### src/rtl/bt_pkg.sv
package bt_pkg;

   typedef enum logic [1:0] {
      PH_IDLE  = 2'd0,
      PH_ARMED = 2'd1,
      PH_RUN   = 2'd2,
      PH_DONE  = 2'd3
   } bt_phase_t;

   localparam logic [1:0] BT_MODE_MEASURE = 2'b01;

endpackage

### src/rtl/bt_sync.sv
module bt_sync #(
   parameter int STAGES = 2
) (
   input  logic clk,
   input  logic rst_n,
   input  logic d_async,
   output logic lvl,
   output logic rise,
   output logic fall
);
   logic [STAGES-1:0] chain;
   logic              lvl_q;

   // line idles high, so reset every stage to 1
   always_ff @(posedge clk or negedge rst_n) begin
      if (!rst_n) begin
         chain <= '1;
         lvl_q <= 1'b1;
      end else begin
         chain <= {chain[STAGES-2:0], d_async};
         lvl_q <= chain[STAGES-1];
      end
   end

   assign lvl  = chain[STAGES-1];
   assign rise = lvl & ~lvl_q;
   assign fall = ~lvl & lvl_q;
endmodule

### src/rtl/bt_rate.sv
module bt_rate #(
   parameter int DIV = 4
) (
   input  logic clk,
   input  logic rst_n,
   input  logic clr,
   input  logic src_en,
   output logic tick
);
   generate
      if (DIV == 1) begin : g_pass
         assign tick = src_en & ~clr;
      end else begin : g_div
         localparam int W = $clog2(DIV);
         localparam logic [W-1:0] LAST = W'(DIV - 1);
         logic [W-1:0] phase_cnt;

         always_ff @(posedge clk or negedge rst_n) begin
            if (!rst_n) begin
               phase_cnt <= '0;
            end else if (clr) begin
               phase_cnt <= '0;
            end else if (src_en) begin
               phase_cnt <= (phase_cnt == LAST) ? '0 : phase_cnt + 1'b1;
            end
         end

         assign tick = ~clr & src_en & (phase_cnt == LAST);
      end
   endgenerate
endmodule

### src/rtl/bt_core.sv
module bt_core
   import bt_pkg::*;
#(
   parameter int CNT_W = 9
) (
   input  logic             clk,
   input  logic             rst_n,
   input  logic             wr,
   input  logic [1:0]       mode,
   input  logic             clksel,
   input  logic             lvl,
   input  logic             rise,
   input  logic             fall,
   input  logic             tick_bus,
   input  logic             tick_ser,
   output logic [CNT_W-1:0] count,
   output logic             ovf,
   output logic             sel_q,
   output bt_phase_t        phase
);
   localparam logic [CNT_W-1:0] CNT_MAX = {CNT_W{1'b1}};

   logic start_evt, stop_evt, tick;

   always_comb begin
      start_evt = sel_q ? ~lvl : fall;
      stop_evt  = sel_q ? rise : fall;
      tick      = sel_q ? tick_ser : tick_bus;
   end

   always_ff @(posedge clk or negedge rst_n) begin
      if (!rst_n) begin
         phase <= PH_IDLE;
         sel_q <= 1'b0;
         count <= '0;
         ovf   <= 1'b0;
      end else if (wr) begin
         sel_q <= clksel;
         count <= '0;
         ovf   <= 1'b0;
         phase <= (mode == BT_MODE_MEASURE) ? PH_ARMED : PH_IDLE;
      end else begin
         unique case (phase)
            PH_ARMED: if (start_evt) phase <= PH_RUN;
            PH_RUN: begin
               if (stop_evt) begin
                  phase <= PH_DONE;
               end else if (tick) begin
                  count <= count + 1'b1;
                  if (count == CNT_MAX) ovf <= 1'b1;
               end
            end
            default: ;
         endcase
      end
   end
endmodule

### src/rtl/bittime_meter.sv
module bittime_meter
   import bt_pkg::*;
#(
   parameter int CNT_W    = 9,
   parameter int LO_W     = 8,
   parameter int BUS_DIV  = 4,
   parameter int SER_DIV  = 2,
   parameter int SYNC_STG = 2
) (
   input  logic                  clk,
   input  logic                  rst_n,
   input  logic                  rxd_in,
   input  logic                  ser_clk_en,
   input  logic                  ctl_wr,
   input  logic [1:0]            ctl_mode,
   input  logic                  ctl_clksel,
   output logic [CNT_W-LO_W-1:0] cnt_hi,
   output logic [LO_W-1:0]       cnt_lo,
   output logic                  running,
   output logic                  finished,
   output logic                  overflow
);
   generate
      if (CNT_W <= LO_W || LO_W < 1) begin : g_bad_width
         $error("bittime_meter: CNT_W must exceed LO_W");
      end
      if (BUS_DIV < 1 || SER_DIV < 1) begin : g_bad_div
         $error("bittime_meter: dividers must be at least 1");
      end
      if (SYNC_STG < 2) begin : g_bad_sync
         $error("bittime_meter: synchroniser needs two stages");
      end
   endgenerate

   logic             lvl, rise, fall;
   logic             tick_bus, tick_ser, div_clr, sel_q;
   logic [CNT_W-1:0] count;
   bt_phase_t        phase;

   assign div_clr = (phase != PH_RUN) | ctl_wr;

   bt_sync #(.STAGES(SYNC_STG)) u_sync (
      .clk(clk), .rst_n(rst_n), .d_async(rxd_in),
      .lvl(lvl), .rise(rise), .fall(fall)
   );

   bt_rate #(.DIV(BUS_DIV)) u_bus_rate (
      .clk(clk), .rst_n(rst_n), .clr(div_clr | sel_q),
      .src_en(1'b1), .tick(tick_bus)
   );

   bt_rate #(.DIV(SER_DIV)) u_ser_rate (
      .clk(clk), .rst_n(rst_n), .clr(div_clr | ~sel_q),
      .src_en(ser_clk_en), .tick(tick_ser)
   );

   bt_core #(.CNT_W(CNT_W)) u_core (
      .clk(clk), .rst_n(rst_n), .wr(ctl_wr), .mode(ctl_mode),
      .clksel(ctl_clksel), .lvl(lvl), .rise(rise), .fall(fall),
      .tick_bus(tick_bus), .tick_ser(tick_ser), .count(count),
      .ovf(overflow), .sel_q(sel_q), .phase(phase)
   );

   assign cnt_hi   = count[CNT_W-1:LO_W];
   assign cnt_lo   = count[LO_W-1:0];
   assign running  = (phase == PH_RUN);
   assign finished = (phase == PH_DONE);
endmodule

### config.mk
export PLATFORM = sky130hd
export DESIGN_NAME = bittime_meter
export DESIGN_NICKNAME = d
export VERILOG_FILES = /design/src/rtl/bt_pkg.sv /design/src/rtl/bt_sync.sv /design/src/rtl/bt_rate.sv /design/src/rtl/bt_core.sv /design/src/rtl/bittime_meter.sv
export SDC_FILE = /design/constraint.sdc
export NUM_CORES = 1
export LEC_CHECK = 0
export BUFFER_PORTS_ARGS = -buffer_cell sky130_fd_sc_hd__buf_2
export CAP_MARGIN = 5
export CORE_MARGIN = 4
export CORE_UTILIZATION = 47
export DETAILED_ROUTE_END_ITERATION = 7
export PLACE_DENSITY = 0.73
export SLEW_MARGIN = 30
export SYNTH_ARGS = -nofsm -noshare
export SYNTH_HDL_FRONTEND = slang
export SYNTH_SLANG_ARGS = --single-unit
### constraint.sdc
create_clock -name clk -period 1.8 [get_ports clk]
set_input_delay 0.09 -clock clk [delete_from_list [all_inputs] [get_ports clk]]
set_output_delay 0.09 -clock clk [all_outputs]
set_load 0.02 [all_outputs]
==> results of run 1 <==
==> Yosys cell counts <==
master / instances
clkbuf_1: 3
o21ai_0: 5
or4_1: 3
o22ai_1: 1
o2bb2ai_1: 1
a21oi_1: 6
a221oi_1: 1
nor4b_1: 2
dfrtp_1: 16
a31oi_1: 1
or3_1: 2
nand2b_1: 3
buf_6: 1
nand3_1: 7
dfstp_2: 3
nor4_1: 1
nor2b_1: 5
and2_1: 1
ha_1: 3
nand2_1: 3
nor2_1: 7
o31ai_1: 3
inv_1: 4
and3_1: 3
xnor2_1: 1
mux2_2: 4
o32ai_1: 1
o21ba_2: 1
o32a_1: 1
nor3_1: 1
==> worst max-delay path, stage by stage (launching register included) <==
cell and delay (ns):
dfstp_2 0.55, nor2b_1 0.06, o32a_4 0.43, nor4b_2 0.30, mux2_2 0.38
==> area by class of cell <==
type | instances | area, um^2
multi-input combinational | 67 | 484
fill | 159 | 724
clock buffer | 3 | 22.5
tap | 27 | 33.8
clock inverter | 1 | 5.00
inverter | 4 | 15.0
timing repair buffer | 29 | 178
sequential | 19 | 479
==> per-layer routing <==
layer	vias up	share of wire, %	track usage [%]
li1	401	-	-
met4	0	3.1	7.23
met2	33	47	25.2
met1	410	44	22.7
met5	-	0	0
met3	8	5.5	4.23
==> power groups by stage <==
| stage | clock, mW | sequential [mW] | combinational [mW] |
|---|---|---|---|
| CTS | 0.231 | 0.447 | 0.0745 |
| detailed placement | 0 | 0.455 | 0.0685 |
| finish | 0.225 | 0.447 | 0.0765 |
| global placement | 0 | 0.454 | 0.0675 |
| floorplan | 0 | 0.454 | 0.0331 |
| global route | 0.245 | 0.449 | 0.0864 |
==> layout by cell type, fill, tap and decap left out, types with 2 or more instances in the layout <==
cell type	netlist	layout
dfstp_2	3	3
and3_1	3	3
dfrtp_1	16	16
nor2_1	7	7
or3_1	2	2
buf_2	0	19
mux2_2	4	3
nand2_1	3	3
or4_1	3	3
o31ai_1	3	3
ha_1	3	3
clkbuf_4	0	3
a21oi_1	6	6
inv_1	4	4
nor2b_1	5	5
o21ai_0	5	5
nand2b_1	3	3
nand3_1	7	7
dlygate4sd3_1	0	3
buf_4	0	7
==> path summary, 6_finish.rpt <==
| kind | startpoint | endpoint | slack, ns | cells past startpoint |
|---|---|---|---|---|
| setup / recovery | u_sync.chain[1] | u_core.count[5] | -0.0007 | 4 |
| hold / removal | ser_clk_en | u_ser_rate.g_div.phase_cnt | 0.08 | 3 |
| setup reg to reg | u_sync.chain[1] | u_core.count[5] | -0.0007 | 4 |
| hold reg to reg | u_sync.chain[0] | u_sync.chain[1] | 0.36 | 0 |
| max in group asynchronous | rst_n | u_sync.chain[1] | 1.23 | 2 |
| min in group asynchronous | rst_n | u_core.ovf | 0.24 | 2 |
==> repair_timing <==
action / CTS / global route
buffers inserted: 0 / 1
setup endpoints to repair: 2 / 6
gates resized for setup: 3 / 4
pin swaps: 0 / 1
hold endpoints to repair: 18 / 0
hold buffers: 3 / 0
==> metrics by stage <==
step | setup TNS, ns | instance area (um^2)
after floorplan | 0 | 956
after global placement | -0.0140 | 1110
after detailed placement | -0.145 | 1110
after CTS | 0 | 1180
after global routing | -0.0540 | 1220
final | -0.000669 | 1220
==> cell families (layout without fill, tap and decap cells) <==
kind of cell / count (synthesis) / count (layout) / synth area share (%)
AND/OR/NAND/NOR: 38 / 38 / 22.1
AO/OA/AOI/OAI: 21 / 21 / 14.3
flip-flops: 19 / 19 / 50.1
buffers and inverters: 8 / 37 / 3.93
multiplexers: 4 / 4 / 4.71
adder cells (fa/ha/maj): 3 / 3 / 3.93
XOR/XNOR: 1 / 1 / 0.916
==> flip-flops by register name, summed over array words and instances, names as in the netlist <==
signal	flops
u_core.sel_q	1
u_core.phase	2
u_core.ovf	1
u_bus_rate.g_div.phase_cnt	2
u_sync.chain	2
u_core.count	9
u_sync.lvl_q	1
u_ser_rate.g_div.phase_cnt	1
==> qor.yml, run 1 <==
sta:
  worstMarginPinSlew_ns: 0.413
  hold_ws_ns: 0.0830
  max_freq_mhz: 555
  setup_viol: 1
  layout_worst_path_cycle_share_pct: 100
  slew_headroom_pct: 72.5
  setup_slack_ns: -0.000669
  finClkSkew_ns: 0.0119
  rsz0062_at_grt: "true"
  slew_violations: 0
  hold_viol: 0
  finalCriticalPeriod_ns: 1.80
worst_setup_path:
  critical_path_required_ns: 2.00
  cp_max_fo: 11
  cp-start-kind: "flip-flop"
  crit_arrival_ns: 2.01
  path_class: "flip-flop to flip-flop"
  endpoint_kind: "flip-flop"
logic_synthesis:
  ys_seq_area_share_pct: 50.1
  yosysWarnings: 0
  synth.distinct_cells: 30
  synth-seq-cells: 19
  syn-num-nets: 105
  synth_top_area_cell: "dfrtp_1"
  syn_area_per_cell_um2: 10.2
  syn_inst: 94
  synth_top_cell_area_share_pct: 41.9
  syn_area_um2: 956
  ys_top_cells_by_area: "dfrtp_1 (42%), dfstp_2 (8.2%), mux2_2 (4.7%)"
layout:
  fin_nets: 135
  fin_util_pct: 62.7
  diodes: 0
  syn2layout_area_growth_pct: 27.4
  fin_cells: 150
  drive_gt1_share_pct: 34.1
global_route:
  grt_pass1_wl_mm: 3.43
  grtUsageTotal_pct: 16.8
  antenna_found_initial: 0
  grt_pass1_vias: 776
  grt_max_degree: 22
  gr-total-overflow: 0
die:
  ios: 20
  die-area_um2: 2820
  start_util_pct: 49.2
  fp.dieH_um: 53.1
  die_width_um: 53.1
  core_um2: 1940
  std_cell_rows: 16
clock_network:
  clkLatencyLatePin_ns: 0.31
  cts_max_level: 1
  cts_tree: "done"
  clkSinkCount: 19
  cts_root_buf: "clkbuf_4"
  clkSlewWorstSetupHoldPaths_ns: 0.12
  clockBufferDepth: 2
  cts-buffers-inserted: 3
placed_design:
  dp.final_hpwl_mm: 1.39
  io_buffers: 19
  dpl.cell_count: 142
  place_ws_ns: -0.0814
  place_congestion: 0.773
power_and_ir_drop:
  netSwitchingPower_mw: 0.193
  combPwrFrac_pct: 10.2
  p_per_area_nw_per_um2: 615
  netSwitchingFraction_pct: 25.8
  total_power_mw: 0.748
  seq_power_share_pct: 59.7
  p_leak_nw: 0.599
  internal-power_mw: 0.556
  pwr-share-clk_pct: 30.0
  peakVddDrop_mv: 0.591
routing:
  drt_pre_antenna_iters: 4
  routed_via_density: 5.68
  dr_total_vias: 852
  drt_iter0_drc: 21
  wl_per_cell_um: 14.1
  drtAntennaViolNets: 0
  routed_wl_mm: 2.12
  route.detailed.drc: 0
run:
  drv_cap: 0
run_status:
  status: "finished, violations left"
  violations: "negative setup slack"
hold_path:
  hold_class: "input pin to flip-flop"
Power figures use the tool's default switching activity.
==> run 2, diff against run 1 <==
--- a/config.mk
+++ b/config.mk
@@ -11,6 +11,7 @@
 export CORE_UTILIZATION = 47
 export DETAILED_ROUTE_END_ITERATION = 7
 export PLACE_DENSITY = 0.73
+export SETUP_SLACK_MARGIN = 0.05
 export SLEW_MARGIN = 30
 export SYNTH_ARGS = -nofsm -noshare
 export SYNTH_HDL_FRONTEND = slang
==> qor.yml, run 2 (synthesis gave the netlist of run 1 again) <==
worst_setup_path:
  cpMaxStageDelayCell: "dfstp_2"
  endpoint_kind: "flip-flop"
  max_stage_delay_ns: 0.55
  crit_chain: "nor2b_2, o32a_4, nor4b_4, mux2_4"
  cp-start-kind: "flip-flop"
  regToRegSetupSlack_ns: 0.07
  cp_max_fo: 6
  crit_arrival_ns: 1.93
  path_delay_family: "flip-flops"
  crit_buf_inv: 0
  critical_path_required_ns: 2.00
  path_class: "flip-flop to flip-flop"
clock_network:
  postCtsSetupBuffers: 0
  cts_tree: "done"
  clkSinkCount: 19
  clkLatencyLatePin_ns: 0.30
  cts_root_buf: "clkbuf_4"
  clockBufferDepth: 2
  cts_max_level: 1
  clkSlewWorstSetupHoldPaths_ns: 0.12
  cts-buffers-inserted: 3
routing:
  wl_per_cell_um: 14.3
  routed_via_density: 5.55
  route.detailed.drc: 0
  drt_iter0_drc: 19
  routed_wl_mm: 2.15
  drt_pre_antenna_iters: 4
  dr_total_vias: 832
  drtAntennaViolNets: 0
global_route:
  grtUsageTotal_pct: 17.0
  grt_pass1_wl_mm: 3.46
  grt_pass1_vias: 776
  grt_max_degree: 22
  antenna_found_initial: 0
  gr-total-overflow: 0
sta:
  setup_slack_ns: 0.0734
  hold_viol: 0
  slew_headroom_pct: 72.3
  worstMarginPinSlew_ns: 0.416
  rsz0062_at_grt: "true"
  setup_viol: 0
  layout_worst_path_cycle_share_pct: 95.9
  slew_violations: 0
  max_freq_mhz: 579
  finClkSkew_ns: 0.00941
  setup_tns_ns: 0
  finalCriticalPeriod_ns: 1.73
  hold_ws_ns: 0.0849
layout:
  diodes: 0
  multiInputGateArea_um2: 515
  fin_nets: 135
  fin_cells: 150
  max_flop_register: "u_core.count"
  largest_register_ffs: 9
  layout_commonest_cell: "buf_2"
  fin_util_pct: 63.9
  syn2layout_area_growth_pct: 29.8
  regArea_um2: 479
  layout_common_cells: "buf_2 (19), dfrtp_1 (16), nor2_1 (7), nand3_1 (7)"
  drive_gt1_share_pct: 36.6
  num-fill-cells: 159
placed_design:
  place_ws_ns: -0.0814
  io_buffers: 19
  place_congestion: 0.773
  dpl.cell_count: 142
  dp.final_hpwl_mm: 1.39
die:
  die-area_um2: 2820
  core_um2: 1940
  ios: 20
  start_util_pct: 49.2
  fp.dieH_um: 53.1
  std_cell_rows: 16
  die_width_um: 53.1
power_and_ir_drop:
  p_leak_nw: 0.621
  p_per_area_nw_per_um2: 605
  peakVddDrop_mv: 0.599
run:
  drv_cap: 0
run_status:
  status: "finished clean"
hold_path:
  hold_class: "input pin to flip-flop"
run 2: cell types whose count changed in the layout (fill, tap and decap cells not counted):
cell,delta
a221oi_2,+1
nor2b_1,-2
nor4b_2,-1
nor4b_4,+1
nor2b_2,+2
o32a_2,+1
a221oi_1,-1
buf_4,-1
run 2: path summary, 6_finish.rpt:
path / startpoint / endpoint / cells past startpoint
setup / recovery: u_sync.chain[1] / u_core.count[5] / 4
hold / removal: ser_clk_en / u_ser_rate.g_div.phase_cnt / 3
setup reg to reg: u_sync.chain[1] / u_core.count[5] / 4
hold reg to reg: u_sync.chain[0] / u_sync.chain[1] / 0
max in group asynchronous: rst_n / u_sync.chain[1] / 2
min in group asynchronous: rst_n / u_core.count[8] / 2
run 2: layer usage:
| layer | vias up | routed length (um) | GRT usage [%] |
|---|---|---|---|
| met3 | 6 | 114 | 4.23 |
| met4 | 0 | 26 | 7.23 |
| met1 | 393 | 1000 | 23.0 |
| met2 | 28 | 1010 | 25.4 |
| li1 | 405 | - | - |
| met5 | - | 0 | 0 |
run 2: through the flow:
| stage | power, mW | instance area, um^2 |
|---|---|---|
| 2_1_floorplan | 0.487 | 956 |
| 6_report | 0.750 | 1240 |
| 4_1_cts | 0.753 | 1200 |
| 3_3_place_gp | 0.522 | 1110 |
| 3_5_place_dp | 0.523 | 1110 |
| 5_1_grt | 0.789 | 1240 |
run 2: what timing repair did:
| item | 4_1_cts | 5_1_grt |
|---|---|---|
| hold buffers | 3 | 0 |
| pin swaps | 0 | 3 |
| hold endpoints to repair | 18 | 0 |
| gates cloned | 0 | 1 |
| gates resized for setup | 5 | 6 |
| setup endpoints to repair | 6 | 7 |
run 2: power breakdown:
part / switching (mW) / internal (mW) / total [mW] / leakage [nW]
clock: 0.138 / 0.0828 / 0.221 / 0.0177
combinational: 0.0454 / 0.0355 / 0.0809 / 0.351
sequential: 0.00945 / 0.439 / 0.448 / 0.252
run 2: tightest hold or removal path: cells and delay by family:
| kind | cells | cell delay, ns |
|---|---|---|
| XOR/XNOR | 1 | 0.12 |
| buffers and inverters | 1 | 0.10 |
| AND/OR/NAND/NOR | 1 | 0.05 |
run 2: layout make-up:
type	instances	share of cell area [%]
multi-input combinational	68	41.5
sequential	19	38.6
timing repair buffer	28	13.7
tap	27	2.72
clock buffer	3	1.81
inverter	4	1.21
clock inverter	1	0.403
